===== src/rtl/ewp_pkg.sv =====
package ewp_pkg;
  typedef enum logic [1:0] {
    SEL_ENABLE  = 2'd0,
    SEL_POLARITY = 2'd1,
    SEL_PENDING = 2'd2,
    SEL_NONE    = 2'd3
  } ewp_sel_e;
endpackage


===== src/rtl/ewp_sync.sv =====
module ewp_sync #(
  parameter int WIDTH = 8
) (
  input  logic             clk,
  input  logic             rst,
  input  logic [WIDTH-1:0] async_i,
  output logic [WIDTH-1:0] cur_o,
  output logic [WIDTH-1:0] prev_o
);
  logic [WIDTH-1:0] meta_q, stab_q, last_q;

  always_ff @(posedge clk) begin
    if (rst) begin
      meta_q <= '0;
      stab_q <= '0;
      last_q <= '0;
    end else begin
      meta_q <= async_i;
      stab_q <= meta_q;
      last_q <= stab_q;
    end
  end

  assign cur_o  = stab_q;
  assign prev_o = last_q;
endmodule


===== src/rtl/ewp_edge.sv =====
module ewp_edge #(
  parameter int WIDTH = 8
) (
  input  logic [WIDTH-1:0] cur_i,
  input  logic [WIDTH-1:0] prev_i,
  input  logic [WIDTH-1:0] en_i,
  input  logic [WIDTH-1:0] fall_sel_i,
  output logic [WIDTH-1:0] hit_o
);
  for (genvar g = 0; g < WIDTH; g++) begin : g_pin
    logic rise, fall;
    always_comb begin
      rise = cur_i[g] & ~prev_i[g];
      fall = ~cur_i[g] & prev_i[g];
      hit_o[g] = en_i[g] & (fall_sel_i[g] ? fall : rise);
    end
  end
endmodule


===== src/rtl/ewp_pend.sv =====
module ewp_pend #(
  parameter int WIDTH = 8
) (
  input  logic             clk,
  input  logic             rst,
  input  logic [WIDTH-1:0] hit_i,
  input  logic [WIDTH-1:0] clr_i,
  output logic [WIDTH-1:0] pend_o
);
  logic [WIDTH-1:0] pend_q;

  always_ff @(posedge clk) begin
    if (rst) pend_q <= '0;
    else     pend_q <= (pend_q & ~clr_i) | hit_i;
  end

  assign pend_o = pend_q;

  // a bit only drops after a clear request for it
  a_r6_sticky: assert property (@(posedge clk) disable iff (rst)
    1'b1 |-> (($past(pend_q) & ~pend_q & ~$past(clr_i)) == '0));

  // an edge always leaves its bit set, clear or not
  a_r7_set_wins: assert property (@(posedge clk) disable iff (rst)
    (|hit_i) |=> ((pend_q & $past(hit_i)) == $past(hit_i)));
endmodule


===== src/rtl/edge_wake_port.sv =====
module edge_wake_port #(
  parameter int NPINS = 8,
  parameter int SELW  = 2
) (
  input  logic             clk,
  input  logic             rst,
  input  logic [NPINS-1:0] pin_i,
  input  logic             wr_en_i,
  input  logic [SELW-1:0]  wr_sel_i,
  input  logic [NPINS-1:0] wr_data_i,
  input  logic [SELW-1:0]  rd_sel_i,
  output logic [NPINS-1:0] rd_data_o,
  input  logic             port_irq_en_i,
  input  logic             glob_irq_en_i,
  input  logic             sleep_i,
  output logic             irq_o,
  output logic             wake_o
);
  import ewp_pkg::*;

  logic [NPINS-1:0] en_q, fall_q, cur, prev, hit, clr, pend;

  ewp_sync #(.WIDTH(NPINS)) u_sync (
    .clk(clk), .rst(rst), .async_i(pin_i), .cur_o(cur), .prev_o(prev)
  );

  ewp_edge #(.WIDTH(NPINS)) u_edge (
    .cur_i(cur), .prev_i(prev), .en_i(en_q), .fall_sel_i(fall_q), .hit_o(hit)
  );

  assign clr = (wr_en_i && wr_sel_i == SEL_PENDING) ? wr_data_i : '0;

  ewp_pend #(.WIDTH(NPINS)) u_pend (
    .clk(clk), .rst(rst), .hit_i(hit), .clr_i(clr), .pend_o(pend)
  );

  always_ff @(posedge clk) begin
    if (rst) begin
      en_q      <= '0;
      fall_q    <= '0;
      rd_data_o <= '0;
      irq_o     <= 1'b0;
      wake_o    <= 1'b0;
    end else begin
      if (wr_en_i && wr_sel_i == SEL_ENABLE)   en_q   <= wr_data_i;
      if (wr_en_i && wr_sel_i == SEL_POLARITY) fall_q <= wr_data_i;
      case (rd_sel_i)
        SEL_ENABLE:   rd_data_o <= en_q;
        SEL_POLARITY: rd_data_o <= fall_q;
        SEL_PENDING:  rd_data_o <= pend;
        default:      rd_data_o <= '0;
      endcase
      irq_o  <= port_irq_en_i & glob_irq_en_i & (|(pend & en_q));
      wake_o <= sleep_i & (|pend);
    end
  end

  // disabled pins never gain a pending bit
  a_r5_no_pend_disabled: assert property (@(posedge clk) disable iff (rst)
    1'b1 |-> ((pend & ~$past(pend) & ~$past(en_q)) == '0));

  // interrupt only with both enables present the cycle before
  a_r8_irq_gated: assert property (@(posedge clk) disable iff (rst)
    irq_o |-> $past(port_irq_en_i && glob_irq_en_i));

  // sleeping with a pending bit always wakes
  a_r9_wake: assert property (@(posedge clk) disable iff (rst)
    (sleep_i && (|pend)) |=> wake_o);

  // no wake without a pending bit
  a_r9_no_wake: assert property (@(posedge clk) disable iff (rst)
    wake_o |-> $past(|pend));
endmodule


===== config.mk =====
export PLATFORM = sky130hd
export DESIGN_NAME = edge_wake_port
export DESIGN_NICKNAME = d
export VERILOG_FILES = /design/src/rtl/ewp_pkg.sv /design/src/rtl/ewp_sync.sv /design/src/rtl/ewp_edge.sv /design/src/rtl/ewp_pend.sv /design/src/rtl/edge_wake_port.sv
export SDC_FILE = /design/constraint.sdc
export NUM_CORES = 1
export LEC_CHECK = 0
export BUFFER_PORTS_ARGS = -buffer_cell sky130_fd_sc_hd__buf_2
export CAP_MARGIN = 40
export CORE_ASPECT_RATIO = 0.5
export CORE_UTILIZATION = 45
export CTS_CLUSTER_DIAMETER = 80
export DETAILED_ROUTE_END_ITERATION = 12
export PLACE_DENSITY = 0.68
export SYNTH_ARGS = -nofsm -noshare
export SYNTH_HDL_FRONTEND = slang
export SYNTH_SLANG_ARGS = --single-unit

===== constraint.sdc =====
create_clock -name clk -period 1.15 [get_ports clk]
set_input_delay 0.115 -clock clk [delete_from_list [all_inputs] [get_ports clk]]
set_output_delay 0.115 -clock clk [all_outputs]
set_load 0.02 [all_outputs]

==> results of run 1 <==
-- worst max path at each step --
stage	end	depth (start not counted)	from	slack (ns)
6_report	irq_o	3	u_pend.pend_o[1]	0.1
5_1_grt	irq_o	3	u_pend.pend_o[1]	0.03
4_1_cts	irq_o	3	u_pend.pend_o[1]	0.003
3_5_place_dp	irq_o	3	u_pend.pend_o[1]	0.01
3_3_place_gp	irq_o	3	u_pend.pend_o[1]	0.01
2_1_floorplan	irq_o	3	u_pend.pend_o[1]	0.21
-- per-stage QoR --
stage / total power, µW / area [µm²] / hold slack [ns]
global placement: 2390 / 2400 / 0.321
detailed placement: 2400 / 2400 / 0.327
floorplan: 2310 / 2170 / 0.241
CTS: 4030 / 2640 / 0.0104
global route: 4170 / 2650 / 0.00973
finish: 3980 / 2650 / 0.0206
-- synthesized netlist by cell type, drive strengths merged --
| cell type | number | share of area, % |
|---|---|---|
| nand3b | 2 | 0.69 |
| clkbuf | 2 | 0.35 |
| nor2 | 24 | 4.2 |
| buf | 9 | 3.0 |
| mux2i | 24 | 11 |
| inv | 8 | 1.4 |
| nand2b | 1 | 0.29 |
| nand2 | 1 | 0.17 |
| o21ai | 16 | 3.7 |
| nor2b | 25 | 7.2 |
| a211oi | 1 | 0.35 |
| a21oi | 9 | 2.1 |
| nor4 | 2 | 0.58 |
| nor3b | 9 | 3.3 |
| a221oi | 2 | 0.81 |
| a22o | 2 | 0.81 |
| and3b | 8 | 3.2 |
| a2bb2oi | 8 | 3.2 |
| dfxtp | 58 | 54 |
-- state kept, by name (all words and copies together) (netlist names) --
register and flops:
u_sync.meta_q 8, rd_data_o 8, irq_o 1, u_sync.cur_o 8, wake_o 1, u_sync.prev_o 8
en_q 8, u_pend.pend_o 8, fall_q 8
-- worst max-delay path, cell delays in order (launching register included) --
cell and delay (ns):
dfxtp_1 0.34, a22o_1 0.24, a221oi_2 0.23, a211oi_1 0.12
-- power by group through the flow --
| stage | registers (µW) | logic, µW | clock network, µW |
|---|---|---|---|
| detailed placement | 2150 | 252 | 0 |
| global route | 2110 | 298 | 1760 |
| global placement | 2150 | 244 | 0 |
| finish | 2110 | 268 | 1610 |
| CTS | 2110 | 270 | 1650 |
| floorplan | 2140 | 165 | 0 |
-- cells by family (layout without fill, tap and decap cells) --
logic type	after synthesis	after routing	share of synthesized area (%)
DFF	58	58	53.5
buffers and inverters	19	71	4.73
muxes	24	24	11.1
AOI/OAI and AO/OA	38	38	11.0
and+or+nand+nor	72	72	19.7
-- timing repair --
item | 4_1_cts | 5_1_grt
endpoints found under the hold margin | 7 | 0
endpoints found under the setup margin | 0 | 1
gates resized for setup | 0 | 2
hold buffers | 7 | 0
-- per-layer routing --
| metal | GRT usage (%) | vias up | share of wire [%] |
|---|---|---|---|
| met5 | 0 | - | 0 |
| met4 | 6.52 | 0 | 0.33 |
| met3 | 7.93 | 2 | 5.3 |
| met2 | 28.7 | 42 | 44 |
| met1 | 24.6 | 764 | 50 |
| li1 | - | 815 | - |
-- area by class of cell --
type / instances / area, µm² / area share (%)
Sequential cell: 58 / 1160 / 43.8
Timing Repair Buffer: 48 / 290 / 10.9
Multi-Input combinational cell: 134 / 917 / 34.6
Inverter: 8 / 30.0 / 1.13
Clock buffer: 12 / 155 / 5.85
Clock inverter: 3 / 15.0 / 0.566
Tap cell: 66 / 82.6 / 3.11
==> flow_summary_export.csv, run 1 <==
group,metric,value,unit
routing,wire_per_inst,13.0,µm
worst_hold_path,whs_path_depth,3,
placed_design,dpl_worst_slack,0.00977,ns
floorplanning,die-area,5120,µm²
routing,vias,1623,
synthesis,yosysWarnings,0,
global_routing,grt_pass1_wl,7140,µm
critical_path,cp_max_fo,4,
clock_network,path_clk_slew,0.06,ns
synthesis,ys_seq_elements,58,
synthesis,synth.yosys.seq_area_share,53.5,%
flow_run,drv_cap,0,
critical_path,crit_arrival,1.25,ns
final_layout,final_cell_mix,"dfxtp_1, buf_2, nor2b_1",
pwr,p_seq_share,52.9,%
clock_network,cts_buffer_depth,2,
placed_design,portBuffers,35,
final_layout,fill_cells,416,
final_layout,instances_no_fill,329,
critical_path,crit_path_start_kind,"flip-flop",
sta,final.setup.tns,0,ns
clock_network,post_cts_buffers,0,
pwr,power.switching,894,µW
critical_path,r2r-end,"irq_o",
pwr,ir_worst_vdd,0.916,mV
sta,slew_headroom,60.6,%
sta,hold_viol_final,0,
clock_network,cts.sinks,58,
sta,rsz0062_at_grt,"false",
global_routing,track_usage,19.0,%
global_routing,grt_pass1_vias,1499,
sta,post-route-period-util,91.4,%
sta,report.final.slew_viol_count,0,
routing,dr.first_iter.drc_count,52,
sta,clock_skew,0.00638,ns
sta,fmax,0.951,GHz
critical_path,cp_data_required_time,1.35,ns
global_routing,grt_start_max_net_pins,23,
sta,fin_ws,0.0986,ns
floorplanning,die_w,100,µm
final_layout,synthToLayoutAreaGrowth,22.3,%
floorplanning,die_h,51.1,µm
sta,worst_pin_slew,0.590,ns
clock_network,cts_tree,"done",
synthesis,synth_area,2170,µm²
floorplanning,ios,36,
pwr,swShare,22.5,%
placed_design,place_inst,307,
routing,first_pass_iters,4,
floorplanning,start_util,48.1,%
clock_network,htree_levels,3,
final_layout,drive_above_1_share,22.1,%
pwr,internal_power,3090,µW
final_layout,finalCoreUtilization,58.8,%
worst_hold_path,hold_path_class,"in -> reg",
placed_design,gp_congestion,0.763,
run_status,outcome,"completed",
global_routing,antenna_found_initial,0,
critical_path,r2r-start,"u_pend.pend_o[1]",
worst_hold_path,min_to,"wake_o",
routing,final_antenna_net_count,0,
critical_path,r2r_cells,3,
synthesis,avgSynthCellArea,10.3,µm²
critical_path,regToRegSetupSlack,0.1,ns
worst_hold_path,hp-start,"sleep_i",
floorplanning,num_rows,17,
routing,drcViolationCount,0,
critical_path,critPathCaptureType,"flip-flop",
final_layout,final_common_cell,"dfxtp_1",
pwr,cellLeakagePower,0.00119,µW
pwr,p_comb_share,6.7,%
final_layout,fin_nets,285,
final_layout,antennaDiodeCount,0,
pwr,p_clk_share,40.3,%
floorplanning,core,4510,µm²
clock_network,cts-buffers-inserted,9,
routing,routed_wl,4270,µm
critical_path,worstSetupPathType,"reg -> reg",
synthesis,ys_types,22,
global_routing,grt_overflow_total,0,
sta,setup_viol,0,
pwr,p_per_area,1500,nW/µm²
synthesis,syn_nets,237,
placed_design,dp_hpwl,2990,µm
routing,via_per_inst,4.93,
sta,fin_crit,1.05,ns
synthesis,postSynthCellCount,211,
clock_network,clock_latency,0.33,ns
clock_network,cts_root_buf,"clkbuf_8",
Note: power is estimated with default switching activity, not from simulation.
==> run 2: changes to the inputs <==
Clock period 1.15 ns to 1.1 ns, I/O delays scaled along.
==> flow_summary_export.csv, run 2 (same netlist as run 1, synthesis figures left out) <==
group,metric,value,unit
run_status,outcome,"completed",
pwr,ir_worst_vdd,0.739,mV
critical_path,crit_path_start_kind,"flip-flop",
sta,worst_pin_slew,0.540,ns
global_routing,grt_start_max_net_pins,27,
pwr,p_per_area,1610,nW/µm²
clock_network,cts_tree,"done",
routing,dr.first_iter.drc_count,41,
critical_path,cp-endpoint,"irq_o",
critical_path,r2r-end,"irq_o",
final_layout,fill_cells,401,
clock_network,cts_root_buf,"clkbuf_8",
placed_design,gp_congestion,0.734,
floorplanning,die_w,100,µm
critical_path,cp_max_fo,4,
worst_hold_path,hp-start,"sleep_i",
clock_network,clock_latency,0.32,ns
critical_path,r2r_cells,3,
final_layout,final_cell_mix,"dfxtp_1, buf_2, nor2b_1",
routing,drcViolationCount,0,
sta,hold_ws,0.0184,ns
sta,clock_skew,0.00343,ns
final_layout,fin_nets,287,
critical_path,r2r-start,"u_pend.pend_o[4]",
flow_run,drv_cap,0,
critical_path,critPathCaptureType,"flip-flop",
floorplanning,start_util,48.1,%
sta,slew_headroom,64.0,%
final_layout,drive_above_1_share,22.6,%
sta,rsz0062_at_grt,"false",
sta,final.setup.tns,0,ns
floorplanning,core,4510,µm²
global_routing,antenna_found_initial,0,
critical_path,worstSetupPathType,"reg -> reg",
placed_design,dpl_worst_slack,-0.0135,ns
final_layout,antennaDiodeCount,0,
floorplanning,num_rows,17,
sta,fin_crit,1.06,ns
sta,hold_viol_final,0,
global_routing,grt_overflow_total,0,
sta,fmax,0.945,GHz
routing,final_antenna_net_count,0,
floorplanning,die-area,5120,µm²
routing,routed_wl,4310,µm
routing,via_per_inst,4.80,
clock_network,path_clk_slew,0.06,ns
global_routing,track_usage,18.7,%
routing,first_pass_iters,4,
final_layout,synthToLayoutAreaGrowth,25.7,%
critical_path,crit_path_cell_trace,"a22o_1 -> a221oi_2 -> a211oi_1",
critical_path,crit_path_max_incr_delay,0.35,ns
placed_design,dp_hpwl,2940,µm
clock_network,post_cts_buffers,0,
sta,report.final.slew_viol_count,0,
global_routing,grt_pass1_wl,6940,µm
sta,post-route-period-util,96.2,%
routing,wire_per_inst,13.0,µm
floorplanning,ios,36,
routing,vias,1595,
critical_path,regToRegSetupSlack,0.04,ns
floorplanning,die_h,51.1,µm
final_layout,final_common_cell,"dfxtp_1",
clock_network,cts.sinks,58,
sta,setup_viol,0,
critical_path,startpoint,"u_pend.pend_o[4]",
sta,fin_ws,0.0414,ns
critical_path,cp_data_required_time,1.29,ns
clock_network,cts_buffer_depth,2,
critical_path,crit_arrival,1.25,ns
clock_network,htree_levels,3,
pwr,cellLeakagePower,0.00122,µW
worst_hold_path,hold_path_class,"in -> reg",
clock_network,cts-buffers-inserted,9,
global_routing,grt_pass1_vias,1447,
placed_design,portBuffers,35,
critical_path,crit_path_top_delay_cell,"dfxtp_1",
-- run 2: cell types whose count changed in the layout (fill, tap and decap cells not counted), sizes merged --
cell         before  now
buf              41   42
clkinv            3    1
dlygate4sd3       7    8
clkbuf           12   15
-- run 2: cell type report --
type | instances | area (µm²) | share of cell area [%]
inverters | 8 | 30.0 | 1.10
repair buffers | 50 | 333 | 12.2
clock buffers | 15 | 196 | 7.21
clock inverters | 1 | 5.00 | 0.184
multi-input cells | 134 | 917 | 33.7
flip-flops and latches | 58 | 1160 | 42.6
well taps | 66 | 82.6 | 3.03
-- run 2: timing repair --
| action | 4_1_cts | 5_1_grt |
|---|---|---|
| setup endpoints to repair | 1 | 1 |
| hold buffers | 8 | 0 |
| gates cloned | 0 | 0 |
| resized for setup | 1 | 1 |
| endpoints found under the hold margin | 8 | 0 |
-- run 2: worst max-delay path, delay by kind of cell (launching register included) --
kind           cells  cell delay (ns)
flip-flops         1             0.35
AO/OA/AOI/OAI      3             0.58
-- run 2: worst min-delay path by stage --
stage | to | slack, ns | depth (start not counted)
floorplan | irq_o | 0.24 | 2
global placement | u_sync.meta_q[1] | 0.32 | 2
detailed placement | u_sync.meta_q[4] | 0.32 | 2
CTS | wake_o | 0.001 | 3
global route | wake_o | 0.01 | 3
finish | wake_o | 0.02 | 3
-- run 2: power breakdown --
group          switching (µW)  leakage, µW  internal [µW]
logic                     137     0.000644            159
clock network             754     0.000106           1120
registers                38.1     0.000473           2160
-- run 2: metrics by stage --
stage | total power (µW) | cell area (µm²) | utilization [%] | std cells
floorplan | 2410 | 2170 | - | 211
global placement | 2510 | 2430 | 53.9 | 308
detailed placement | 2520 | 2430 | 53.9 | 308
CTS | 4430 | 2720 | 60.3 | 332
global route | 4580 | 2730 | 60.4 | 332
finish | 4370 | 2730 | 60.4 | 332
-- run 2: routing by layer --
layer / up-vias / part of all wire (%) / GRT usage (%) / wire length, µm
met5: - / 0 / 0 / 0
met2: 30 / 41 / 27.1 / 1790
met4: 0 / 0.97 / 10.1 / 42
met1: 739 / 54 / 24.1 / 2310
li1: 822 / - / - / -
met3: 4 / 4.1 / 7.39 / 176
==> run 3: changes to the inputs <==
Settings changed: ABC_AREA from default to 1.
==> flow_summary_export.csv, run 3 <==
group,metric,value,unit
floorplanning,die-area,5410,µm²
synthesis,syn_nets,344,
worst_hold_path,hp-start,"sleep_i",
routing,dr.first_iter.drc_count,104,
pwr,power.switching,1110,µW
critical_path,crit_path_start_kind,"flip-flop",
critical_path,r2r-start,"u_pend.pend_o[1]",
global_routing,antenna_found_initial,0,
critical_path,r2r-end,"wake_o",
synthesis,ys_async_sr_fraction,0,%
routing,routed_wl,4840,µm
final_layout,multi_input_area,858,µm²
routing,first_pass_iters,4,
synthesis,avgSynthCellArea,7.23,µm²
final_layout,register_area,1160,µm²
final_layout,finalInstanceArea,2790,µm²
synthesis,yosys.area_share.simple,29.9,%
final_layout,synthToLayoutAreaGrowth,21.4,%
critical_path,crit_buf_inv,1,
final_layout,drive_above_1_share,17.0,%
placed_design,portBuffers,35,
global_routing,grt_start_max_net_pins,26,
clock_network,post_cts_buffers,0,
sta,rsz0062_at_grt,"false",
clock_network,htree_levels,3,
critical_path,cp_max_fo,1,
pwr,p_total,4530,µW
global_routing,grt_pass1_vias,1735,
pwr,p_comb_share,7.7,%
clock_network,cts-buffers-inserted,9,
synthesis,synth_edf_count,0,
synthesis,synth_top_family_by_area,"simple AND/OR/NAND/NOR gates",
sta,report.final.slew_viol_count,0,
flow_run,drv_cap,0,
pwr,swShare,24.5,%
floorplanning,start_util,49.6,%
critical_path,r2r_cells,4,
sta,slew_headroom,78.7,%
synthesis,yosysWarnings,0,
final_layout,antennaDiodeCount,0,
pwr,ir_worst_vdd,0.734,mV
synthesis,synth_flop_cell,"dfxtp_1",
global_routing,grt_pass1_wl,8220,µm
synthesis,ys_top_cells_by_area,"dfxtp_1, nand2_1, inv_1",
critical_path,crit_path_cell_trace,"buf_2",
final_layout,fin_nets,392,
worst_hold_path,min_to,"wake_o",
sta,post-route-period-util,81.2,%
synthesis,synth-xor-area-share,0,%
placed_design,dp_hpwl,3600,µm
critical_path,crit_path_top_delay_cell,"dfxtp_1",
sta,hold_viol_final,0,
floorplanning,die_w,103,µm
run_status,outcome,"completed",
critical_path,cp_data_required_time,0.99,ns
synthesis,synth_top_area_share,50.5,%
critical_path,critPathCaptureType,"output pin",
sta,fmax,1.12,GHz
synthesis,ys_seq_elements,58,
clock_network,cts_resized,0,
final_layout,final_cell_mix,"nand2_1, dfxtp_1, inv_1",
worst_hold_path,hold_path_class,"in -> reg",
pwr,internal_power,3430,µW
floorplanning,ios,36,
clock_network,cts_tree,"done",
final_layout,final_common_cell,"nand2_1",
placed_design,dpl_cell_area,2510,µm²
sta,setup_viol,0,
routing,vias,1995,
critical_path,regToRegSetupSlack,0.27,ns
sta,fin_crit,0.894,ns
sta,clock_skew,0.00358,ns
final_layout,finalCoreUtilization,60.2,%
critical_path,crit_family,"flip-flops",
clock_network,path_clk_slew,0.06,ns
critical_path,worstSetupPathType,"reg -> out",
floorplanning,num_rows,17,
floorplanning,core,4640,µm²
worst_hold_path,whs_path_depth,3,
sta,worst_pin_slew,0.320,ns
synthesis,synth_commonest_cells,"nand2_1, dfxtp_1, inv_1, nor2_1",
clock_network,cts.sinks,58,
routing,drcViolationCount,0,
synthesis,synth_compound_area_share,7.40,%
synthesis,muxShareOfSynthArea,0,%
synthesis,yosys.area.top_type,"dfxtp_1",
pwr,p_clk_share,43.0,%
routing,final_antenna_net_count,0,
synthesis,synth_fa_ha_area_share,0,%
critical_path,crit_arrival,0.78,ns
routing,via_per_inst,4.57,
synthesis,yosysMostFrequentCell,"nand2_1",
pwr,cellLeakagePower,0.00130,µW
clock_network,cts_root_buf,"clkbuf_8",
synthesis,synth_area,2300,µm²
sta,final.setup.tns,0,ns
clock_network,clock_latency,0.33,ns
critical_path,crit_path_max_incr_delay,0.30,ns
placed_design,gp_congestion,0.899,
synthesis,ys_types,17,
synthesis,postSynthCellCount,318,
routing,wire_per_inst,11.1,µm
pwr,p_per_area,1630,nW/µm²
clock_network,ctsHoldBuffers,8,
global_routing,grt_overflow_total,0,
floorplanning,die_h,52.5,µm
pwr,p_seq_share,49.3,%
global_routing,track_usage,21.4,%
clock_network,cts_buffer_depth,2,
synthesis,synth.yosys.seq_area_share,50.5,%
final_layout,fill_cells,457,
[run 3: cell families (layout without fill, tap and decap cells)]
logic type,Yosys count,in the layout
buffers and inverters,63,116
AND/OR/NAND/NOR,163,163
flip-flops,58,58
AO/OA/AOI/OAI,34,34
[run 3: how the worst max path moves through the flow]
| stage | start | end | slack (ns) | cells after the start |
|---|---|---|---|---|
| after floorplan | wr_sel_i[1] | fall_q[5] | 0.34 | 6 |
| after global placement | rd_sel_i[0] | rd_data_o[1] | 0.24 | 7 |
| after detailed placement | wr_sel_i[0] | en_q[0] | 0.18 | 5 |
| after CTS | rd_data_o[6] | rd_data_o[6] | 0.19 | 1 |
| after global routing | rd_data_o[6] | rd_data_o[6] | 0.14 | 1 |
| final | rd_data_o[0] | rd_data_o[0] | 0.21 | 1 |
[run 3: cell type report]
class | instances | share of cell area [%]
well taps | 66 | 2.96
clock inverters | 6 | 2.38
flip-flops and latches | 58 | 41.6
repair buffers | 46 | 9.96
multi-input cells | 197 | 30.8
clock buffers | 10 | 4.93
inverters | 54 | 7.40
[run 3: per-stage QoR]
stage | hold WS, ns | setup WS, ns | std cells
after floorplan | 0.217 | 0.337 | 318
after global placement | 0.311 | 0.236 | 413
after detailed placement | 0.316 | 0.178 | 413
after CTS | 0.00919 | 0.191 | 437
after global routing | 0.0260 | 0.142 | 437
final | 0.0223 | 0.206 | 437
[run 3: routing by layer]
layer | global-route usage (%) | wire, µm | vias up
li1 | - | - | 1067
met3 | 6.80 | 403 | 9
met4 | 10.6 | 85 | 0
met2 | 29.3 | 1840 | 70
met5 | 0 | 0 | -
met1 | 29.8 | 2510 | 849
[run 3: power groups by stage]
stage          Combinational [µW]  Clock [µW]  Sequential, µW
5_1_grt                       402        2100            2240
4_1_cts                       347        1980            2230
6_report                      349        1950            2240
2_1_floorplan                 218           0            2280
3_3_place_gp                  319           0            2280
3_5_place_dp                  325           0            2280
